$ cat config.mk
export PLATFORM = sky130hd
export DESIGN_NAME = cardclk_gen
export DESIGN_NICKNAME = d
export VERILOG_FILES = /design/src/rtl/cardclk_pkg.sv /design/src/rtl/cc_cfg_reg.sv /design/src/rtl/cc_ratio.sv /design/src/rtl/cc_flow_gate.sv /design/src/rtl/cc_phase.sv /design/src/rtl/cardclk_gen.sv
export SDC_FILE = /design/constraint.sdc
export NUM_CORES = 1
export LEC_CHECK = 0
export BUFFER_PORTS_ARGS = -buffer_cell sky130_fd_sc_hd__buf_2
export CAP_MARGIN = 20
export CORE_ASPECT_RATIO = 1.25
export CORE_MARGIN = 2
export CORE_UTILIZATION = 45
export CTS_CLUSTER_DIAMETER = 100
export DETAILED_ROUTE_END_ITERATION = 10
export GPL_TIMING_DRIVEN = 0
export PLACE_DENSITY = 0.63
export RECOVER_POWER = 25
export SLEW_MARGIN = 20
export SYNTH_ARGS = -nofsm -noshare
export SYNTH_HDL_FRONTEND = slang
export SYNTH_SLANG_ARGS = --single-unit
$ cat constraint.sdc
create_clock -name clk -period 15.27 [get_ports clk]
set_clock_uncertainty 0.15 [all_clocks]
set_input_delay 2.2905 -clock clk [delete_from_list [all_inputs] [get_ports clk]]
set_output_delay 2.2905 -clock clk [all_outputs]
set_load 0.01 [all_outputs]
$ cat src/rtl/cardclk_pkg.sv
package cardclk_pkg;
   localparam int CFG_W    = 32;
   localparam int POS_PWS  = 8;
   localparam int POS_RDG  = 11;
   localparam int POS_WRG  = 12;
   localparam int POS_ODD  = 16;
   localparam int PWS_MAXW = 3;
   localparam int DIV_MAXW = 8;

   typedef enum logic {
      DIR_WRITE = 1'b0,
      DIR_READ  = 1'b1
   } xfer_dir_e;
endpackage

$ cat src/rtl/cc_cfg_reg.sv
module cc_cfg_reg
   import cardclk_pkg::*;
#(
   parameter int DIV_W = 8,
   parameter int PWS_W = 3
) (
   input  logic             clk,
   input  logic             rst_n,
   input  logic             wr,
   input  logic [CFG_W-1:0] wdata,
   input  logic             wprot,
   output logic [DIV_W:0]   divisor,
   output logic [PWS_W-1:0] pwsdiv,
   output logic             rd_gate,
   output logic             wr_gate
);
   logic unused_wdata;
   assign unused_wdata = ^wdata;

   generate
      if (DIV_W < 1 || DIV_W > DIV_MAXW) begin : g_bad_div
         $error("cc_cfg_reg: DIV_W out of range");
      end
      if (PWS_W < 1 || PWS_W > PWS_MAXW) begin : g_bad_pws
         $error("cc_cfg_reg: PWS_W out of range");
      end
   endgenerate

   always_ff @(posedge clk or negedge rst_n) begin
      if (!rst_n) begin
         divisor <= '0;
         pwsdiv  <= '0;
         rd_gate <= 1'b0;
         wr_gate <= 1'b0;
      end else if (wr && !wprot) begin
         divisor <= {wdata[DIV_W-1:0], wdata[POS_ODD]};
         pwsdiv  <= wdata[POS_PWS +: PWS_W];
         rd_gate <= wdata[POS_RDG];
         wr_gate <= wdata[POS_WRG];
      end
   end

   AST_WPROT_BLOCKS: assert property (@(posedge clk) disable iff (!rst_n)
      (wr && wprot) |=> ($stable(divisor) && $stable(pwsdiv) && $stable(rd_gate) && $stable(wr_gate)));
   AST_ODD_IS_LSB: assert property (@(posedge clk) disable iff (!rst_n)
      (wr && !wprot) |=> (divisor[0] == $past(wdata[POS_ODD])));
endmodule

$ cat src/rtl/cc_ratio.sv
module cc_ratio #(
   parameter int DIV_W   = 8,
   parameter int PWS_W   = 3,
   parameter bit HAS_PWS = 1'b1,
   parameter int RATIO_W = DIV_W + 2 + (1 << PWS_W)
) (
   input  logic               clk,
   input  logic               rst_n,
   input  logic [DIV_W:0]     divisor,
   input  logic [PWS_W-1:0]   pwsdiv,
   input  logic               pws_en,
   output logic [RATIO_W-1:0] hi_len,
   output logic [RATIO_W-1:0] lo_len
);
   localparam int BASE_W = DIV_W + 2;
   localparam int MULT_W = 1 << PWS_W;

   logic [BASE_W-1:0]  base;
   logic [MULT_W-1:0]  mult;
   logic [RATIO_W-1:0] total;

   assign base = BASE_W'(divisor) + BASE_W'(2);

   generate
      if (HAS_PWS) begin : g_pws
         logic pws_live;
         assign pws_live = pws_en && (pwsdiv != '0);
         assign mult = pws_live ? ((MULT_W'(1) << pwsdiv) + MULT_W'(1)) : MULT_W'(1);
      end else begin : g_nopws
         logic unused_pws;
         assign unused_pws = pws_en ^ (^pwsdiv);
         assign mult = MULT_W'(1);
      end
   endgenerate

   assign total  = RATIO_W'(base) * RATIO_W'(mult);
   assign hi_len = total >> 1;
   assign lo_len = total - hi_len;

   AST_PWS_ZERO_IGNORED: assert property (@(posedge clk) disable iff (!rst_n)
      (pwsdiv == '0) |-> ((hi_len + lo_len) == RATIO_W'(divisor) + RATIO_W'(2)));
   AST_LOW_NOT_SHORTER: assert property (@(posedge clk) disable iff (!rst_n)
      (lo_len >= hi_len) && (lo_len - hi_len <= RATIO_W'(1)));
endmodule

$ cat src/rtl/cc_flow_gate.sv
module cc_flow_gate
   import cardclk_pkg::*;
(
   input  logic xfer_active,
   input  logic xfer_dir,
   input  logic fifo_full,
   input  logic fifo_empty,
   input  logic rd_gate,
   input  logic wr_gate,
   output logic hold
);
   logic rd_block;
   logic wr_block;

   always_comb begin
      rd_block = rd_gate && (xfer_dir == DIR_READ)  && fifo_full;
      wr_block = wr_gate && (xfer_dir == DIR_WRITE) && fifo_empty;
      hold     = xfer_active && (rd_block || wr_block);
   end
endmodule

$ cat src/rtl/cc_phase.sv
module cc_phase #(
   parameter int RATIO_W = 18
) (
   input  logic               clk,
   input  logic               rst_n,
   input  logic [RATIO_W-1:0] new_hi,
   input  logic [RATIO_W-1:0] new_lo,
   input  logic               hold,
   output logic               clk_q,
   output logic               rise,
   output logic               fall
);
   logic [RATIO_W-1:0] cnt;
   logic [RATIO_W-1:0] cur_hi;
   logic [RATIO_W-1:0] cur_lo;
   logic               hi_done;
   logic               lo_done;

   assign hi_done = (cnt == cur_hi - RATIO_W'(1));
   assign lo_done = (cnt >= cur_lo - RATIO_W'(1));

   always_ff @(posedge clk or negedge rst_n) begin
      if (!rst_n) begin
         clk_q  <= 1'b0;
         cnt    <= '0;
         cur_hi <= RATIO_W'(1);
         cur_lo <= RATIO_W'(1);
         rise   <= 1'b0;
         fall   <= 1'b0;
      end else begin
         rise <= 1'b0;
         fall <= 1'b0;
         if (clk_q) begin
            if (hi_done) begin
               clk_q <= 1'b0;
               cnt   <= '0;
               fall  <= 1'b1;
            end else begin
               cnt <= cnt + RATIO_W'(1);
            end
         end else if (!lo_done) begin
            cnt <= cnt + RATIO_W'(1);
         end else if (!hold) begin
            clk_q  <= 1'b1;
            cnt    <= '0;
            rise   <= 1'b1;
            cur_hi <= new_hi;
            cur_lo <= new_lo;
         end
      end
   end

   AST_HOLD_KEEPS_LOW: assert property (@(posedge clk) disable iff (!rst_n)
      (hold && !clk_q) |=> !clk_q);
   AST_RATIO_AT_BOUNDARY: assert property (@(posedge clk) disable iff (!rst_n)
      !rise |-> ($stable(cur_hi) && $stable(cur_lo)));
   AST_STB_EXCLUSIVE: assert property (@(posedge clk) disable iff (!rst_n)
      !(rise && fall));
   AST_RISE_FROM_LOW: assert property (@(posedge clk) disable iff (!rst_n)
      rise |-> (clk_q && !$past(clk_q)));
   AST_FALL_AFTER_FULL_HIGH: assert property (@(posedge clk) disable iff (!rst_n)
      (clk_q && !hi_done) |=> clk_q);
endmodule

$ cat src/rtl/cardclk_gen.sv
module cardclk_gen
   import cardclk_pkg::*;
#(
   parameter int DIV_W   = 8,
   parameter int PWS_W   = 3,
   parameter bit HAS_PWS = 1'b1
) (
   input  logic             clk,
   input  logic             rst_n,
   input  logic             cfg_wr,
   input  logic [CFG_W-1:0] cfg_wdata,
   input  logic             wprot,
   input  logic             pws_en,
   input  logic             xfer_active,
   input  logic             xfer_dir,
   input  logic             fifo_full,
   input  logic             fifo_empty,
   output logic             card_clk,
   output logic             rise_stb,
   output logic             fall_stb
);
   localparam int RATIO_W = DIV_W + 2 + (1 << PWS_W);

   logic [DIV_W:0]     divisor;
   logic [PWS_W-1:0]   pwsdiv;
   logic               rd_gate;
   logic               wr_gate;
   logic [RATIO_W-1:0] hi_len;
   logic [RATIO_W-1:0] lo_len;
   logic               hold;

   cc_cfg_reg #(.DIV_W(DIV_W), .PWS_W(PWS_W)) u_cfg (
      .clk(clk), .rst_n(rst_n), .wr(cfg_wr), .wdata(cfg_wdata), .wprot(wprot),
      .divisor(divisor), .pwsdiv(pwsdiv), .rd_gate(rd_gate), .wr_gate(wr_gate)
   );

   cc_ratio #(.DIV_W(DIV_W), .PWS_W(PWS_W), .HAS_PWS(HAS_PWS), .RATIO_W(RATIO_W)) u_ratio (
      .clk(clk), .rst_n(rst_n), .divisor(divisor), .pwsdiv(pwsdiv), .pws_en(pws_en),
      .hi_len(hi_len), .lo_len(lo_len)
   );

   cc_flow_gate u_gate (
      .xfer_active(xfer_active), .xfer_dir(xfer_dir), .fifo_full(fifo_full),
      .fifo_empty(fifo_empty), .rd_gate(rd_gate), .wr_gate(wr_gate), .hold(hold)
   );

   cc_phase #(.RATIO_W(RATIO_W)) u_phase (
      .clk(clk), .rst_n(rst_n), .new_hi(hi_len), .new_lo(lo_len), .hold(hold),
      .clk_q(card_clk), .rise(rise_stb), .fall(fall_stb)
   );

   AST_IDLE_FLAGS_INERT: assert property (@(posedge clk) disable iff (!rst_n)
      !xfer_active |-> !hold);
endmodule

# Word-level counts from Yosys, hierarchy flattened
# Index checks and enable logic that the tools add are counted.
# op_classes
n_eq_ne	2
multipliers	1
n_lt_le_gt_ge	1
bitwise	3
reduce_logical	11
add_sub_neg	6
muxes	12
shifts	1
# op_table
operator	count
two-way mux 18 bit	4
adder 18 x 1 -> 18 bit (second input constant)	1
equality test 18 bit	1
>= comparator 18 bit	1
multiplier 10 x 8 -> 18 bit	1
subtractor 17 x 1 -> 18 bit (second input constant)	1
subtractor 18 x 1 -> 18 bit (second input constant)	1
subtractor 18 x 17 -> 18 bit	1
adder 9 x 2 -> 10 bit (second input constant)	1
adder 8 x 2 -> 8 bit (second input constant)	1
two-way mux 8 bit	1
<< shifter 1 x 3 -> 8 bit (first input constant)	1
logical AND 1 bit	7
two-way mux 1 bit	7
!= test 3 bit (second input constant)	1
NOT 1 bit	3
AND reduction 3 bit	1
nonzero test 3 bit	1
logical NOT 1 bit	1
logical OR 1 bit	1
# word_totals
output_inout_bits	3
ff_bits	70
elab_cells	47
input_bits	41

# Longest topological paths before layout
# logic_depth
depth_word	8
mapped_depth	32
ltp_nobuf	31

# Cells and area by module
# Synthesis repeated with hierarchy kept, for this count alone.
# unflattened
cells_unflattened	894
area_unflattened_um2	8057.7
# by_module_without_submodules
module	cells_per_inst	instances	seq_area_each_um2	area_per_inst_um2
cc_ratio	488	1	0.0	3724.8
cc_phase	372	1	1428.9	3723.6
cc_cfg_reg	31	1	350.3	590.6
cc_flow_gate	3	1	0.0	18.8

# Worst setup path after synthesis
# OpenSTA, ideal clock, no wires.
# synth_timing
path_kind	input to register
from	input port pws_en
to	register u_phase.cur_lo[17]
arrival_time_ns	8.569
setup_time_ns	0.095
t_required_ns	15.025
slack_ns	6.456
path_stages	26
n_path_buf	1
cell_sequence	clkbuf_1 -> nand4b_1 -> or2_2 -> fa_1 -> fa_1 -> inv_1 -> fa_1 -> inv_1 -> fa_1 -> inv_1 -> ha_1 -> o21a_1 -> o31a_1 -> o21ai_0 -> a21oi_1 -> o21a_1 -> or4_1 -> nand3b_1 -> inv_1 -> ha_1 -> or3_1 -> a31o_2 -> a41oi_1 -> a211oi_2 -> o31a_1 -> o31ai_1
# synth_via
elab_chain_cells	4
# synth_lines
item	line	source
from (decl)	cardclk_gen.sv:13	input logic pws_en,
logical AND 1 bit	cc_ratio.sv:27	assign pws_live = pws_en && (pwsdiv != '0);
two-way mux 8 bit	cc_ratio.sv:28	assign mult = pws_live ? ((MULT_W'(1) << pwsdiv) + MULT_W'(1)) : MULT_W'(1);
multiplier 10 x 8 -> 18 bit	cc_ratio.sv:36	assign total = RATIO_W'(base) * RATIO_W'(mult);
via hi_len[12]	cardclk_gen.sv:28	logic [RATIO_W-1:0] hi_len;
subtractor 18 x 17 -> 18 bit	cc_ratio.sv:38	assign lo_len = total - hi_len;
to (signal assigned)	cc_phase.sv:48	cur_lo <= new_lo;
to (decl)	cc_phase.sv:15	logic [RATIO_W-1:0] cur_lo;
# The timed path passes the listed nets, and every way through them passes these cells.
# A chain may end at the register's enable or synchronous reset.

# Worst setup path in the final report
# Same ends and word-level chain as after synthesis.

==> run_results.csv <==
group,metric,value,unit
synthesis,yosysWarningCount,0,
floorplanning,num_rows,53,
power,p_leak,4.19,nW
sta,finalCriticalPeriod,9270,ps
clocking,cts_resized,0,
worst_setup_path,worstSetupEndpointType,"register",
final_layout,drive_above_1_share,7.90,%
sta,worst_pin_slew,1970,ps
worst_setup_path,required,15360,ps
synthesis,synthAdderAreaFrac,24.9,%
power,power_density,147,nW/um^2
final_layout,utilization,50.1,%
floorplanning,fp.dieArea,18200,um^2
detailed_routing,first_pass_iters,4,
floorplanning,core-area,16800,um^2
synthesis,synth.distinct_cells,67,
detailed_routing,wl_per_cell,15.2,um
worst_setup_path,slowest_delay,540,ps
detailed_routing,drt_wl_total,17800,um
run_status,failed_checks,"capacitance limit, slew limit",
sta,finalSetupViolations,0,
synthesis,synth_compound_area_share,14.1,%
clocking,clk_path_buf_depth,2,
clocking,clk_latency,350,ps
synthesis,synth.avg_cell_area,8.51,um^2
sta,period_share,60.7,%
synthesis,synthXorXnorAreaFrac,7.03,%
worst_setup_path,cp_max_fo,10,
synthesis,synth_seq_cells,70,
clocking,cts_tree,"built",
clocking,cts_buffers,9,
synthesis,synth.mux.area_fraction,2.87,%
synthesis,synthArstFlopShare,100,%
sta,slew_viol_final,36,
detailed_routing,drc_errors,0,
placement,hpwlAfterDp,14400,um
floorplanning,io_pins,44,
final_layout,nFillCells,1658,
sta,fmax,0.108,GHz
detailed_routing,drt-vias-per-instance,5.39,
worst_setup_path,cp_num_buf_inv,5,
clocking,ctsHtreeMaxLevel,3,
final_layout,nets,1109,
floorplanning,start_util,45.9,%
sta,rsz0062_at_grt,"no",
detailed_routing,vias,6304,
worst_setup_path,startpoint_type,"input port",
flow_run,maxCapViolations,1,
global_routing,grt_pass1_wl,29600,um
global_routing,grt_max_degree,37,
power,vdd_drop_max,0.0728,mV
global_routing,globalRouteOverflowTotal,0,
placement,port-buffer-count,24,
sta,setup-tns-final,0,ps
clocking,clock-sinks,70,
synthesis,synth_area,7720,um^2
synthesis,ys.flop_type,"dfrtp_1",
final_layout,mostFrequentLayoutCell,"inv_1",
clocking,root_buffer,"clkbuf_16",
synthesis,synthesis.nets,1073,
final_layout,final_cell_mix,"inv_1 (98), nor2_1 (94), nand2_1 (90), ha_1 (75), dfrtp_1 (68)",
global_routing,grt_antenna_before_repair,0,
worst_setup_path,arrival,9370,ps
worst_setup_path,crit_family,"adder cells",
detailed_routing,ant_nets,0,
final_layout,area_delta_synth_final,9.17,%
placement,place.gp.congestion,0.874,
synthesis,ys_seq_area_share,22.7,%
floorplanning,dieHeight,150,um
worst_setup_path,slowest_stage,"nand4b_1",
global_routing,grt_pass1_vias,6146,
sta,slew_headroom,-31.4,%
synthesis,synth_top_family_by_area,"adder cells",
sta,hold_violations,0,
detailed_routing,initialDrtViolationCount,261,
clocking,postCtsSetupBuffers,0,
global_routing,grtUsageTotal,20.4,%
run_status,outcome,"finished with violations",
floorplanning,die_w,121,um
clocking,clkTransAtPathRegs,60,ps
worst_setup_path,crit_type,"input port to register",
min_path,hold_path.class,"register to register",
final_layout,n_antenna_cell,0,
clocking,hold_buffers,0,
synthesis,synthSimpleGateAreaFrac,22.3,%
synthesis,synth_cells,908,
synthesis,synth_edf_count,0,
per-stage QoR:
step | setup slack, ps | std cells | total power (W) | cell area, um^2 | hold slack [ps]
2_1_floorplan | 6460 | 908 | 0.000865 | 7720 | 320
3_3_place_gp | 5640 | 1152 | 0.00102 | 8120 | 346
3_5_place_dp | 5610 | 1153 | 0.00103 | 8140 | 352
4_1_cts | 5960 | 1169 | 0.00125 | 8440 | 365
5_1_grt | 5480 | 1169 | 0.00137 | 8430 | 390
6_report | 6000 | 1169 | 0.00124 | 8430 | 358
cell usage after synthesis (19+ instances only):
cell | n | area share, %
inv_1 | 98 | 4.8
nor2_1 | 94 | 4.6
nand2_1 | 90 | 4.4
ha_1 | 75 | 12
dfrtp_1 | 68 | 22
o21ai_0 | 57 | 3.7
fa_1 | 49 | 13
nand3_1 | 31 | 2.0
xnor2_1 | 31 | 3.5
xor2_1 | 31 | 3.5
a21oi_1 | 24 | 1.6
clkbuf_1 | 19 | 0.92
nor3_1 | 19 | 1.2
per-layer routing:
layer / track usage (%) / up-vias / routed length [um]
met4: 5.80 / 0 / 352
met1: 23.7 / 3001 / 7470
met5: 0 / - / 0
li1: - / 3196 / -
met3: 2.92 / 24 / 406
met2: 38.8 / 83 / 9550
cell families after synthesis:
family | after synthesis
AOI/OAI and AO/OA | 165
DFF | 70
adders and majority gates | 124
and+or+nand+nor | 344
muxes | 20
buffers and inverters | 123
xor gates and xnor gates | 62
state kept, by name, indices dropped and copies added, names as in the netlist, 3 cells and up:
name            cells
u_cfg.divisor       9
u_phase.cur_hi     17
u_cfg.pwsdiv        3
u_phase.cur_lo     18
u_phase.cnt        18
worst paths after layout:
path | start | to | depth (start not counted) | slack (ps)
max | pws_en | u_phase.cur_lo[17] | 26 | 6000
min | u_phase.cur_lo[1] | u_phase.cur_lo[1] | 2 | 360
max reg2reg | u_cfg.divisor[1] | u_phase.cur_lo[17] | 28 | 7390
min reg2reg | u_phase.cur_lo[1] | u_phase.cur_lo[1] | 2 | 360
max in group asynchronous | rst_n | u_phase.cur_lo[9] | 1 | 11490
min in group asynchronous | rst_n | u_phase.fall | 1 | 2350
worst reg2reg max path, delay by kind of cell (launching register included):
family                   cells  cell delay (ps)
adder cells (fa/ha/maj)      6             2680
AO/OA/AOI/OAI               10             2470
AND/OR/NAND/NOR              5              750
XOR/XNOR                     2              720
buffers and inverters        5              650
flip-flops                   1              380
power breakdown:
part	internal (W)	leakage, nW	switching [W]
registers	0.000227	0.876	0.0000556
clock network	0.000130	0.143	0.0000818
logic	0.000328	3.17	0.000414
total	0.000686	4.19	0.000552
cell type report:
cell class              count  area (um^2)  area share [%]
plain buffers              25          109            1.29
clock buffers              12          246            2.92
clock inverters             4         47.5           0.564
inverters                  98          368            4.36
multi-input cells         715         5490            65.1
flip-flops and latches     70         1750            20.8
well taps                 220          275            3.26
repair buffers             25          139            1.65
Note: power is estimated with default switching activity, not from simulation.
